## src/rtl/gsp_pkg.sv

```systemverilog
package gsp_pkg;

    localparam int HOLD_W = 2;

    typedef enum logic [1:0] {
        RD_NONE = 2'd0,
        RD_CFG  = 2'd1,
        RD_ERR  = 2'd2
    } rd_kind_e;

    typedef struct packed {
        logic     shift;
        logic     latch_cfg;
        logic     latch_gs;
        rd_kind_e rd;
    } step_ctl_t;

    // Number of edges le stayed high selects the readback source.
    function automatic rd_kind_e hold_to_read(input logic [HOLD_W-1:0] n);
        if (n >= HOLD_W'(3))      return RD_ERR;
        else if (n == HOLD_W'(2)) return RD_CFG;
        else                      return RD_NONE;
    endfunction

endpackage

```

## src/rtl/gsp_ctrl.sv

```systemverilog
module gsp_ctrl
    import gsp_pkg::*;
#(
    parameter int W  = 16,
    parameter int CH = 16
) (
    input  logic      clk,
    input  logic      rst,
    input  logic      le,
    output step_ctl_t ctl
);
    localparam int LONG  = W * CH;
    localparam int CNT_W = $clog2(LONG) + 1;
    localparam logic [CNT_W-1:0] CNT_MAX = '1;
    localparam logic [CNT_W-1:0] CNT_CFG = CNT_W'(W);
    localparam logic [CNT_W-1:0] CNT_GS  = CNT_W'(LONG);

    logic              le_q;
    logic [CNT_W-1:0]  shift_cnt;
    logic [HOLD_W-1:0] hold_cnt;
    logic              turn;

    assign turn = !le && le_q;

    always_comb begin
        ctl = '0;
        if (le && !le_q) begin
            ctl.latch_cfg = (shift_cnt == CNT_CFG);
            ctl.latch_gs  = (shift_cnt == CNT_GS);
        end else if (turn) begin
            ctl.rd = hold_to_read(hold_cnt);
        end else if (!le) begin
            ctl.shift = 1'b1;
        end
    end

    always_ff @(posedge clk) begin
        if (rst) begin
            le_q      <= 1'b0;
            shift_cnt <= '0;
            hold_cnt  <= '0;
        end else begin
            le_q <= le;
            if (le) begin
                if (!le_q)
                    hold_cnt <= HOLD_W'(1);
                else if (hold_cnt != '1)
                    hold_cnt <= hold_cnt + HOLD_W'(1);
            end
            if (turn)
                shift_cnt <= (ctl.rd != RD_NONE) ? CNT_MAX : '0;   // poison after read
            else if (ctl.shift && shift_cnt != CNT_MAX)
                shift_cnt <= shift_cnt + CNT_W'(1);
        end
    end

    // at most one action per edge
    a_r5_one_action: assert property (@(posedge clk) disable iff (rst)
        $onehot0({ctl.shift, ctl.latch_cfg, ctl.latch_gs, ctl.rd != RD_NONE}));

endmodule

```

## src/rtl/gsp_shifter.sv

```systemverilog
module gsp_shifter #(
    parameter int W  = 16,
    parameter int CH = 16
) (
    input  logic              clk,
    input  logic              rst,
    input  logic              sdi,
    input  logic              shift,
    input  logic              load,
    input  logic              short_mode,
    input  logic [W-1:0]      rd_word,
    output logic [W*CH-1:0]   chain,
    output logic              sdo
);
    localparam int LONG = W * CH;

    logic [LONG-1:0] sr_q;

    always_ff @(posedge clk) begin
        if (rst) begin
            sr_q <= '0;
        end else if (shift) begin
            sr_q <= {sr_q[LONG-2:0], sdi};
        end else if (load) begin
            if (short_mode)
                sr_q[W-1:0] <= rd_word;
            else
                sr_q[LONG-1 -: W] <= rd_word;
        end
    end

    assign chain = sr_q;
    assign sdo   = short_mode ? sr_q[W-1] : sr_q[LONG-1];

    // loaded word appears MSB first
    a_r8_msb_first: assert property (@(posedge clk) disable iff (rst)
        load |=> (sdo == $past(rd_word[W-1])));

endmodule

```

## src/rtl/gsp_hold.sv

```systemverilog
module gsp_hold #(
    parameter int W  = 16,
    parameter int CH = 16
) (
    input  logic              clk,
    input  logic              rst,
    input  logic              latch_cfg,
    input  logic              latch_gs,
    input  logic [W*CH-1:0]   chain,
    output logic [W-1:0]      cfg_q,
    output logic [W*CH-1:0]   gs_q
);
    always_ff @(posedge clk) begin
        if (rst)
            cfg_q <= '0;
        else if (latch_cfg)
            cfg_q <= chain[W-1:0];
    end

    for (genvar c = 0; c < CH; c++) begin : g_ch
        logic [W-1:0] chan_q;
        always_ff @(posedge clk) begin
            if (rst)
                chan_q <= '0;
            else if (latch_gs)
                chan_q <= chain[c*W +: W];
        end
        assign gs_q[c*W +: W] = chan_q;
    end

endmodule

```

## src/rtl/gsp_top.sv

```systemverilog
module gsp_top
    import gsp_pkg::*;
#(
    parameter int W  = 16,
    parameter int CH = 16
) (
    input  logic              clk,
    input  logic              rst,
    input  logic              sdi,
    input  logic              le,
    input  logic [W-1:0]      err_flags,
    output logic              sdo,
    output logic [W-1:0]      cfg_word,
    output logic [W*CH-1:0]   gs_data
);
    localparam int LONG = W * CH;

    step_ctl_t       ctl;
    logic [LONG-1:0] chain;
    logic [W-1:0]    rd_word;
    logic            short_mode;

    assign short_mode = cfg_word[W-1];                 // window select
    assign rd_word    = (ctl.rd == RD_ERR) ? err_flags : cfg_word;

    gsp_ctrl #(.W(W), .CH(CH)) u_ctrl (
        .clk (clk),
        .rst (rst),
        .le  (le),
        .ctl (ctl)
    );

    gsp_shifter #(.W(W), .CH(CH)) u_shift (
        .clk        (clk),
        .rst        (rst),
        .sdi        (sdi),
        .shift      (ctl.shift),
        .load       (ctl.rd != RD_NONE),
        .short_mode (short_mode),
        .rd_word    (rd_word),
        .chain      (chain),
        .sdo        (sdo)
    );

    gsp_hold #(.W(W), .CH(CH)) u_hold (
        .clk       (clk),
        .rst       (rst),
        .latch_cfg (ctl.latch_cfg),
        .latch_gs  (ctl.latch_gs),
        .chain     (chain),
        .cfg_q     (cfg_word),
        .gs_q      (gs_data)
    );

    a_r3_cfg_quiet: assert property (@(posedge clk) disable iff (rst)
        !le |=> $stable(cfg_word));

    a_r4_gs_quiet: assert property (@(posedge clk) disable iff (rst)
        !le |=> $stable(gs_data));

    a_r6_le_hold_sdo: assert property (@(posedge clk) disable iff (rst)
        (le && $past(le)) |=> $stable(sdo));

endmodule

```

## config.mk

```make
export PLATFORM = sky130hd
export DESIGN_NAME = gsp_top
export DESIGN_NICKNAME = d
export VERILOG_FILES = /design/src/rtl/gsp_pkg.sv /design/src/rtl/gsp_ctrl.sv /design/src/rtl/gsp_shifter.sv /design/src/rtl/gsp_hold.sv /design/src/rtl/gsp_top.sv
export SDC_FILE = /design/constraint.sdc
export NUM_CORES = 1
export LEC_CHECK = 0
export BUFFER_PORTS_ARGS = -buffer_cell sky130_fd_sc_hd__buf_2
export CORE_ASPECT_RATIO = 1.1
export CORE_MARGIN = 2
export CORE_UTILIZATION = 50
export CTS_CLUSTER_DIAMETER = 50
export DETAILED_ROUTE_END_ITERATION = 10
export PLACE_DENSITY = 0.74
export SYNTH_ARGS = -nofsm -noshare
export SYNTH_HDL_FRONTEND = slang
export SYNTH_SLANG_ARGS = --single-unit
```

## constraint.sdc

```tcl
create_clock -name clk -period 2.34 [get_ports clk]
set_input_delay 0.468 -clock clk [delete_from_list [all_inputs] [get_ports clk]]
set_output_delay 0.468 -clock clk [all_outputs]
set_load 0.01 [all_outputs]
```

# Word-level counts from Yosys, hierarchy flattened
# Index checks and enable logic that the tools add are counted.
# W data, S select, Z words.
[classes]
add_sub_neg = 2
order_cmp = 1
n_eq_ne = 8
n_mux = 21
n_reduce_logical = 12
[op_table]
columns = ["cell", "n"]
rows = [
  ["$mux W16", 7],
  ["$mux W9", 3],
  ["$mux W2", 6],
  ["$add A9 B1 Y9 const B", 1],
  ["$eq A9 B5 Y1 const B", 1],
  ["$eq A9 B9 Y1 const B", 1],
  ["$ne A9 B9 Y1 const B", 1],
  ["$reduce_bool A2 Y1", 4],
  ["$ne A2 B2 Y1 const B", 3],
  ["$reduce_and A2 Y1", 3],
  ["$mux W1", 5],
  ["$eq A2 B2 Y1 const B", 2],
  ["$logic_and A1 B1 Y1", 3],
  ["$add A2 B1 Y2 const B", 1],
  ["$ge A2 B2 Y1 const B", 1],
  ["$logic_not A1 Y1", 2],
]
[totals]
reg_bits = 540
inputBits = 20
out_inout_bits = 273
elab_cells = 67

# Depth between registers and ports, before layout
# Gate-level depths: netlist (run 1).
[logic_depth]
depth_word = 10
mapped_depth = 9
ltp_nobuf = 8

# By module
# Synthesis (run 1) repeated with hierarchy kept, for this count alone.
[unflattened]
hier_cells = 1866
hier_area_um2 = 20280.7
[modules_own_cells]
columns = ["mod", "n_inst", "cells_each", "area_per_inst_um2", "seq_area_each_um2"]
rows = [
  ["gsp_hold", 1, 877, 9884.5, 5445.2],
  ["gsp_shifter", 1, 871, 9335.2, 5124.9],
  ["gsp_ctrl", 1, 98, 792.0, 240.2],
  ["gsp_top", 1, 20, 269.0, 0.0],
]

# Worst setup path after synthesis (run 1)
# No wires, ideal clock.
[synth_timing]
kind = "reg-to-reg"
start = "reg u_ctrl.hold_cnt[0]"
end = "reg u_shift.sr_q[247], in the netlist u_shift.chain[247]"
setup_time_ns = 0.122
arrival_time_ns = 1.802
t_required_ns = 2.218
slack_ns = 0.417
stages_incl_launch_ff = 9
n_path_buf = 2
synth_period_minus_slack_ns = 1.923
cell_sequence = "dfxtp_1 -> inv_1 -> ha_1 -> nor4bb_1 -> buf_2 -> buf_4 -> mux2i_1 -> nor2_1 -> a221o_1"
[synth_between]
elab_chain_cells = 10
elab_cells_between_ends = 14
classes_between = "1 x order compare; 2 x eq/ne; 8 x mux; 3 x reduce/logical"
[synth_rtl]
columns = ["item", "line", "rtl"]
rows = [
  ["start: declaration", "gsp_ctrl.sv:20", "logic [HOLD_W-1:0] hold_cnt;"],
  ["start signal: assignment", "gsp_ctrl.sv:48", "hold_cnt <= hold_cnt + HOLD_W'(1);"],
  ["$eq A2 B2 Y1", "gsp_pkg.sv:21", "else if (n == HOLD_W'(2)) return RD_CFG;"],
  ["$mux W1", "gsp_pkg.sv:21", ""],
  ["$mux W2 (*)", "gsp_pkg.sv:20", "if (n >= HOLD_W'(3)) return RD_ERR;"],
  ["$mux W2 (*)", "gsp_ctrl.sv:30", "end else if (turn) begin"],
  ["$mux W2 (*)", "gsp_ctrl.sv:27", "if (le && !le_q) begin"],
  ["$eq A2 B2 Y1", "gsp_top.sv:24", "assign rd_word = (ctl.rd == RD_ERR) ? err_flags : cfg_word;"],
  ["$mux W16", "gsp_top.sv:24", ""],
  ["$mux W16", "gsp_shifter.sv:25", "if (short_mode)"],
  ["$mux W16", "gsp_shifter.sv:24", "end else if (load) begin"],
  ["$mux W16", "gsp_shifter.sv:22", "end else if (shift) begin"],
  ["end signal: assignment", "gsp_shifter.sv:23", "sr_q <= {sr_q[LONG-2:0], sdi};"],
  ["end signal: indexed assignment", "gsp_shifter.sv:26", "sr_q[W-1:0] <= rd_word;"],
  ["end signal: indexed assignment", "gsp_shifter.sv:28", "sr_q[LONG-1 -: W] <= rd_word;"],
  ["end: declaration", "gsp_shifter.sv:17", "logic [LONG-1:0] sr_q;"],
]
# Every way passes the cells marked *; elsewhere a longest branch is shown, timed or not. The select of a mux whose other input is x is not followed.
# A chain may end at the register's enable or synchronous reset.

# Worst setup path after layout (run 1)
[layout_timing]
start = "reg u_ctrl.hold_cnt[0]"
end = "reg u_shift.sr_q[250], in the netlist u_shift.chain[250]"
# Same word-level chain as after synthesis.

==> flow_metrics.py, run 1 <==
metrics = {
    "critical_path": {
        "crit_family": "simple AND/OR/NAND/NOR gates",
        "r2r_cells": 7,
        "worstPathMaxFanout": 17,
        "crit_type": "reg -> reg",
        "critical_path.max_stage_delay_ns": 0.36,
        "crit_chain": "inv_1, ha_1, nor4bb_4, buf_12, mux2i_1, nor2_1, a221o_1",
        "cp_slowest_cell": "nor4bb_4",
        "critical_path_required_ns": 2.79,
        "cp_data_arrival_time_ns": 2.47,
        "worstSetupEndpointType": "register",
        "setup.worst_path.start_class": "register",
        "regToRegStartpoint": "u_ctrl.hold_cnt[0]",
        "cp_num_buf_inv": 2,
        "timing.rr.end": "u_shift.chain[250]",
        "rrSetupSlack_ns": 0.31,
        "crit_end": "u_shift.chain[250]",
        "cp.depth": 7,
        "critPathLaunch": "u_ctrl.hold_cnt[0]",
    },
    "synth": {
        "ys_warn_count": 0,
        "synth_cells": 2364,
        "syn_nets": 2389,
        "synth_area_per_cell_um2": 8.04,
        "synth_area_um2": 19000,
        "synthDistinctLibCells": 38,
        "synthArstFlopShare": 0,
        "synth_ff_type": "dfxtp_1",
        "ys_seq_elements": 540,
        "yosysSeqAreaShare": 0.568,
        "synth-edff-count": 0,
    },
    "place": {
        "gp_congestion": 0.884,
        "detailed_place_hpwl_um": 28000,
        "io_buffer_count": 292,
        "dp_cells": 3002,
    },
    "layout": {
        "drive_gt1_frac": 0.161,
        "area_growth_pct": 18.8,
        "final_common_cell": "nand2_1",
        "fin_cells": 3094,
        "nets": 2588,
        "fillers": 3295,
        "multi_input_area_um2": 7380,
        "ff_latch_area_um2": 10800,
        "layout_common_cells": "nand2_1 (965), dfxtp_1 (540), a21oi_1 (488)",
    },
    "detailed_routing": {
        "vias_per_cell": 5.27,
        "wl_um": 45500,
        "vias": 16295,
        "drc_errors": 0,
        "antenna_left": 0,
        "drt-pass1-iter-count": 8,
        "first_iter_violations": 1199,
        "wire_per_inst_um": 14.7,
    },
    "timing": {
        "min_period_ns": 2.03,
        "clock.fmax_ghz": 0.494,
        "clock_skew_ns": 0.0160,
        "slew_headroom": 0.307,
        "finalMaxSlewViolations": 0,
        "setup_viol": 0,
        "finalSetupTns_ns": 0,
        "worstMarginPinSlew_ns": 1.03,
        "fin_crit_sh": 0.866,
        "worst_hold_slack_ns": 0.197,
        "final_hold_viol_count": 0,
        "rsz0062_at_grt": "false",
    },
    "grt": {
        "grt_pass1_wl_um": 74100,
        "grt.total_usage": 0.222,
        "grt_pass1_vias": 15090,
        "grt_start_max_net_pins": 212,
        "grt_remaining_overflow": 0,
        "antenna_found_initial": 1,
    },
    "clock_tree": {
        "clockRootBuffer": "clkbuf_16",
        "clockBufferDepth": 3,
        "cts_num_sinks": 540,
        "cts_tree": "built",
        "cts_buffers": 53,
        "cts.htree.levels": 2,
        "post_cts_buffers": 0,
        "clk_latency_ns": 0.56,
        "clk_pin_slew_worst_paths_ns": 0.06,
    },
    "power": {
        "p_int_w": 0.0145,
        "power_density_nw_per_um2": 816,
        "seq_power_share": 0.500,
        "sw_frac_of_total": 0.213,
        "clkPwrFrac": 0.471,
        "p_switching_w": 0.00392,
        "max-vdd-ir-drop_v": 0.000587,
        "power_leakage_nw": 8.44,
        "combPwrFrac": 0.029,
    },
    "die": {
        "rows": 74,
        "die_x_um": 190,
        "initial_core_util": 0.510,
        "die_area_um2": 39600,
        "core_um2": 37300,
        "die_y_um": 209,
        "io-pin-count": 293,
    },
    "worst_hold_path": {
        "hold_class": "in -> reg",
    },
    "run_status": {
        "status": "finished, final reports clean",
    },
    "flow_run": {
        "drv_cap": 0,
    },
}
-- cells by family (layout without fill, tap and decap cells) --
family | after synthesis | count (layout) | synth area share
flip-flops | 540 | 540 | 0.568
other | 0 | 1 | 0
AND/OR/NAND/NOR | 1043 | 1043 | 0.212
AO/OA/AOI/OAI | 555 | 555 | 0.155
multiplexers | 32 | 32 | 0.0169
adder cells (fa/ha/maj) | 5 | 5 | 0.00329
buffers and inverters | 189 | 424 | 0.0449
-- worst reg2reg max path: cells and delay by family (launching register included) --
family | cells | cell delay (ns)
AOI/OAI and AO/OA | 1 | 0.26
and+or+nand+nor | 2 | 0.44
adders and majority gates | 1 | 0.26
buffers and inverters | 2 | 0.29
DFF | 1 | 0.33
muxes | 1 | 0.33
-- cell usage after synthesis (all sizes together) (2+ instances only) --
cell type | count | area, um2
a211oi | 6 | 45.0
a21o | 2 | 15.0
a21oi | 488 | 2440
a221o | 15 | 150
a22oi | 15 | 113
a31oi | 5 | 31.3
and3 | 5 | 31.3
buf | 83 | 455
clkbuf | 101 | 379
dfxtp | 540 | 10800
ha | 5 | 62.6
inv | 5 | 18.8
mux2i | 31 | 310
nand2 | 965 | 3620
nand3 | 4 | 20.0
nand3b | 2 | 15.0
nand4b | 2 | 17.5
nor2 | 41 | 154
nor2b | 3 | 18.8
nor3 | 7 | 35.0
nor3b | 2 | 15.0
nor4 | 2 | 18.8
o21ai | 8 | 40.0
o22ai | 15 | 93.8
or4 | 2 | 15.0
-- registers in the layout, summed over array words and instances, names as in the netlist --
register / count
u_hold.g_ch.chan_q: 256
u_shift.chain: 256
u_hold.cfg_q: 16
u_ctrl.shift_cnt: 9
u_ctrl.hold_cnt: 2
u_ctrl.le_q: 1
-- metrics by stage --
step | setup slack, ns | util | total power [W] | instance area (um2)
detailed placement | 0.245 | 0.558 | 0.00995 | 20800
finish | 0.315 | 0.606 | 0.0184 | 22600
floorplan | 0.417 | - | 0.00980 | 19000
CTS | 0.274 | 0.605 | 0.0186 | 22600
global route | 0.0351 | 0.606 | 0.0190 | 22600
global placement | 0.256 | 0.558 | 0.00994 | 20800
-- timing repair --
item                                    in CTS  in global routing
endpoints found under the hold margin        0                  0
hold buffers                                 0                  0
resized for setup                            0                  1
endpoints found under the setup margin       0                  1
-- worst min-delay path by stage --
stage	from	end	slack [ns]	cells past startpoint
3_5_place_dp	u_hold.g_ch[8].chan_q[2]	u_hold.g_ch[8].chan_q[2]	0.44	2
5_1_grt	rst	u_hold.cfg_q[14]	0.20	2
6_report	err_flags[15]	u_shift.chain[15]	0.20	3
4_1_cts	err_flags[15]	u_shift.chain[15]	0.17	3
3_3_place_gp	u_hold.g_ch[13].chan_q[1]	u_hold.g_ch[13].chan_q[1]	0.44	2
2_1_floorplan	u_shift.chain[255]	u_hold.g_ch[15].chan_q[15]	0.44	2
-- area by class of cell --
| cell class | count | share of cell area |
|---|---|---|
| Tap cell | 494 | 0.0274 |
| Timing Repair Buffer | 328 | 0.0876 |
| Multi-Input combinational cell | 1635 | 0.327 |
| Inverter | 5 | 0.000831 |
| Clock buffer | 69 | 0.0653 |
| Sequential cell | 540 | 0.478 |
| Clock inverter | 22 | 0.0136 |
| Antenna cell | 1 | 0.000111 |
-- power groups by stage --
stage                     Clock (W)  Combinational (W)  Sequential, W
after floorplan                   0           0.000386        0.00941
after global routing        0.00921           0.000582        0.00921
final                       0.00868           0.000535        0.00921
after global placement            0           0.000525        0.00942
after CTS                   0.00883           0.000533        0.00921
after detailed placement          0           0.000530        0.00942
-- routing by layer --
layer | track usage | part of all wire | vias up
li1 | - | - | 8103
met1 | 0.295 | 0.43 | 7608
met4 | 0.0754 | 0.028 | 0
met3 | 0.0386 | 0.067 | 85
met5 | 0 | 0 | -
met2 | 0.365 | 0.47 | 499
Note: power is estimated with default switching activity, not from simulation.
==> inputs of run 2 (changes only) <==
--- a/config.mk
+++ b/config.mk
@@ -12,6 +12,7 @@
 export CTS_CLUSTER_DIAMETER = 50
 export DETAILED_ROUTE_END_ITERATION = 10
 export PLACE_DENSITY = 0.74
+export SETUP_SLACK_MARGIN = 0.02
 export SYNTH_ARGS = -nofsm -noshare
 export SYNTH_HDL_FRONTEND = slang
 export SYNTH_SLANG_ARGS = --single-unit
==> constraint.sdc (replaced) <==
create_clock -name clk -period 2.3 [get_ports clk]
set_input_delay 0.46 -clock clk [delete_from_list [all_inputs] [get_ports clk]]
set_output_delay 0.46 -clock clk [all_outputs]
set_load 0.01 [all_outputs]
==> flow_metrics.py, run 2 (synthesis gave the netlist of run 1 again) <==
metrics = {
    "detailed_routing": {
        "wl_um": 45400,
        "drc_errors": 0,
        "antenna_left": 0,
        "wire_per_inst_um": 14.6,
        "first_iter_violations": 1125,
        "vias": 16345,
        "drt-pass1-iter-count": 7,
        "vias_per_cell": 5.26,
    },
    "grt": {
        "antenna_found_initial": 2,
        "grt_pass1_vias": 14946,
        "grt_pass1_wl_um": 73200,
        "grt.total_usage": 0.219,
        "grt_remaining_overflow": 0,
        "grt_start_max_net_pins": 253,
    },
    "place": {
        "gp_congestion": 0.857,
        "pre_cts_ws_ns": 0.202,
        "detailed_place_hpwl_um": 28600,
        "io_buffer_count": 292,
    },
    "layout": {
        "drive_gt1_frac": 0.163,
        "post-route-util": 0.605,
        "nets": 2594,
        "final_common_cell": "nand2_1",
        "fillers": 3270,
        "layout_common_cells": "nand2_1 (965), dfxtp_1 (540), a21oi_1 (488)",
        "area_growth_pct": 18.7,
    },
    "clock_tree": {
        "post_cts_resized": 0,
        "clockBufferDepth": 3,
        "clk_pin_slew_worst_paths_ns": 0.06,
        "cts_num_sinks": 540,
        "clk_latency_ns": 0.56,
        "cts_tree": "built",
        "cts_buffers": 53,
        "clockRootBuffer": "clkbuf_16",
        "cts.htree.levels": 2,
        "cts_hold_buf": 0,
        "post_cts_buffers": 0,
    },
    "power": {
        "power_leakage_nw": 8.45,
        "max-vdd-ir-drop_v": 0.000590,
        "power_density_nw_per_um2": 814,
    },
    "critical_path": {
        "cp_slowest_cell": "nor4bb_4",
        "r2r_cells": 7,
        "crit_type": "reg -> reg",
        "timing.rr.end": "u_shift.chain[251]",
        "worstSetupEndpointType": "register",
        "regToRegStartpoint": "u_ctrl.hold_cnt[0]",
        "rrSetupSlack_ns": 0.20,
        "critical_path.max_stage_delay_ns": 0.38,
        "setup.worst_path.start_class": "register",
        "critical_path_required_ns": 2.75,
        "crit_chain": "inv_1, ha_1, nor4bb_4, buf_12, mux2i_1, nor2_1, a221o_1",
        "worstPathMaxFanout": 17,
        "cp_data_arrival_time_ns": 2.55,
    },
    "timing": {
        "setup_slack_ns": 0.200,
        "fin_crit_sh": 0.913,
        "setup_viol": 0,
        "finalSetupTns_ns": 0,
        "min_period_ns": 2.10,
        "rsz0062_at_grt": "false",
        "slew_headroom": 0.133,
        "clock_skew_ns": 0.0146,
        "finalMaxSlewViolations": 0,
        "worstMarginPinSlew_ns": 1.30,
        "clock.fmax_ghz": 0.476,
        "final_hold_viol_count": 0,
    },
    "worst_hold_path": {
        "hold_class": "in -> reg",
        "hold_path_depth": 2,
        "holdPathEnd": "u_hold.cfg_q[13]",
        "hold_start": "rst",
    },
    "die": {
        "die_y_um": 209,
        "io-pin-count": 293,
        "rows": 74,
        "die_x_um": 190,
        "core_um2": 37300,
        "initial_core_util": 0.510,
        "die_area_um2": 39600,
    },
    "flow_run": {
        "drv_cap": 0,
    },
    "run_status": {
        "status": "finished, final reports clean",
    },
}
==> run 2: layout make-up <==
cell class / instances / area [um2] / area share
inverters: 5 / 18.8 / 0.000831
multi-input cells: 1635 / 7380 / 0.327
repair buffers: 334 / 2020 / 0.0897
clock inverters: 19 / 186 / 0.00826
clock buffers: 76 / 1530 / 0.0679
diodes: 2 / 5.00 / 0.000222
well taps: 494 / 618 / 0.0274
flip-flops and latches: 540 / 10800 / 0.479
==> run 2: worst max-delay path, delay by kind of cell, from the launching register on <==
kind,cells,cell delay [ns]
flip-flops,1,0.33
multiplexers,1,0.36
buffers and inverters,2,0.28
AND/OR/NAND/NOR,2,0.47
adder cells (fa/ha/maj),1,0.27
AO/OA/AOI/OAI,1,0.26
==> run 2: report_power, final <==
group	switching [W]	internal [W]	leakage [nW]
combinational	0.000441	0.000107	3.25
clock	0.00351	0.00496	0.850
sequential	0.0000123	0.00936	4.35
total	0.00396	0.0144	8.45
==> run 2: metrics by stage <==
| stage | hold slack (ns) | power (W) | std cells | instance area, um2 |
|---|---|---|---|---|
| finish | 0.156 | 0.0184 | 3105 | 22600 |
| global route | 0.134 | 0.0190 | 3105 | 22600 |
| detailed placement | 0.443 | 0.0101 | 3008 | 20900 |
| floorplan | 0.443 | 0.00997 | 2364 | 19000 |
| CTS | 0.133 | 0.0185 | 3103 | 22600 |
| global placement | 0.439 | 0.0101 | 3008 | 20900 |
==> run 2: layer usage <==
layer / wire length [um] / track usage / vias up
met5: 0 / 0 / -
met4: 1160 / 0.0674 / 0
met3: 2520 / 0.0322 / 89
met2: 21500 / 0.358 / 454
met1: 20200 / 0.300 / 7686
li1: - / - / 8116
==> run 2: worst max-delay path by stage <==
stage / from / end / cells past startpoint
5_1_grt: u_ctrl.hold_cnt[0] / u_shift.chain[249] / 7
2_1_floorplan: u_ctrl.hold_cnt[0] / u_shift.chain[247] / 8
3_3_place_gp: le / u_shift.chain[246] / 4
6_report: u_ctrl.hold_cnt[0] / u_shift.chain[251] / 7
4_1_cts: u_ctrl.hold_cnt[0] / u_shift.chain[251] / 7
3_5_place_dp: le / u_shift.chain[250] / 4
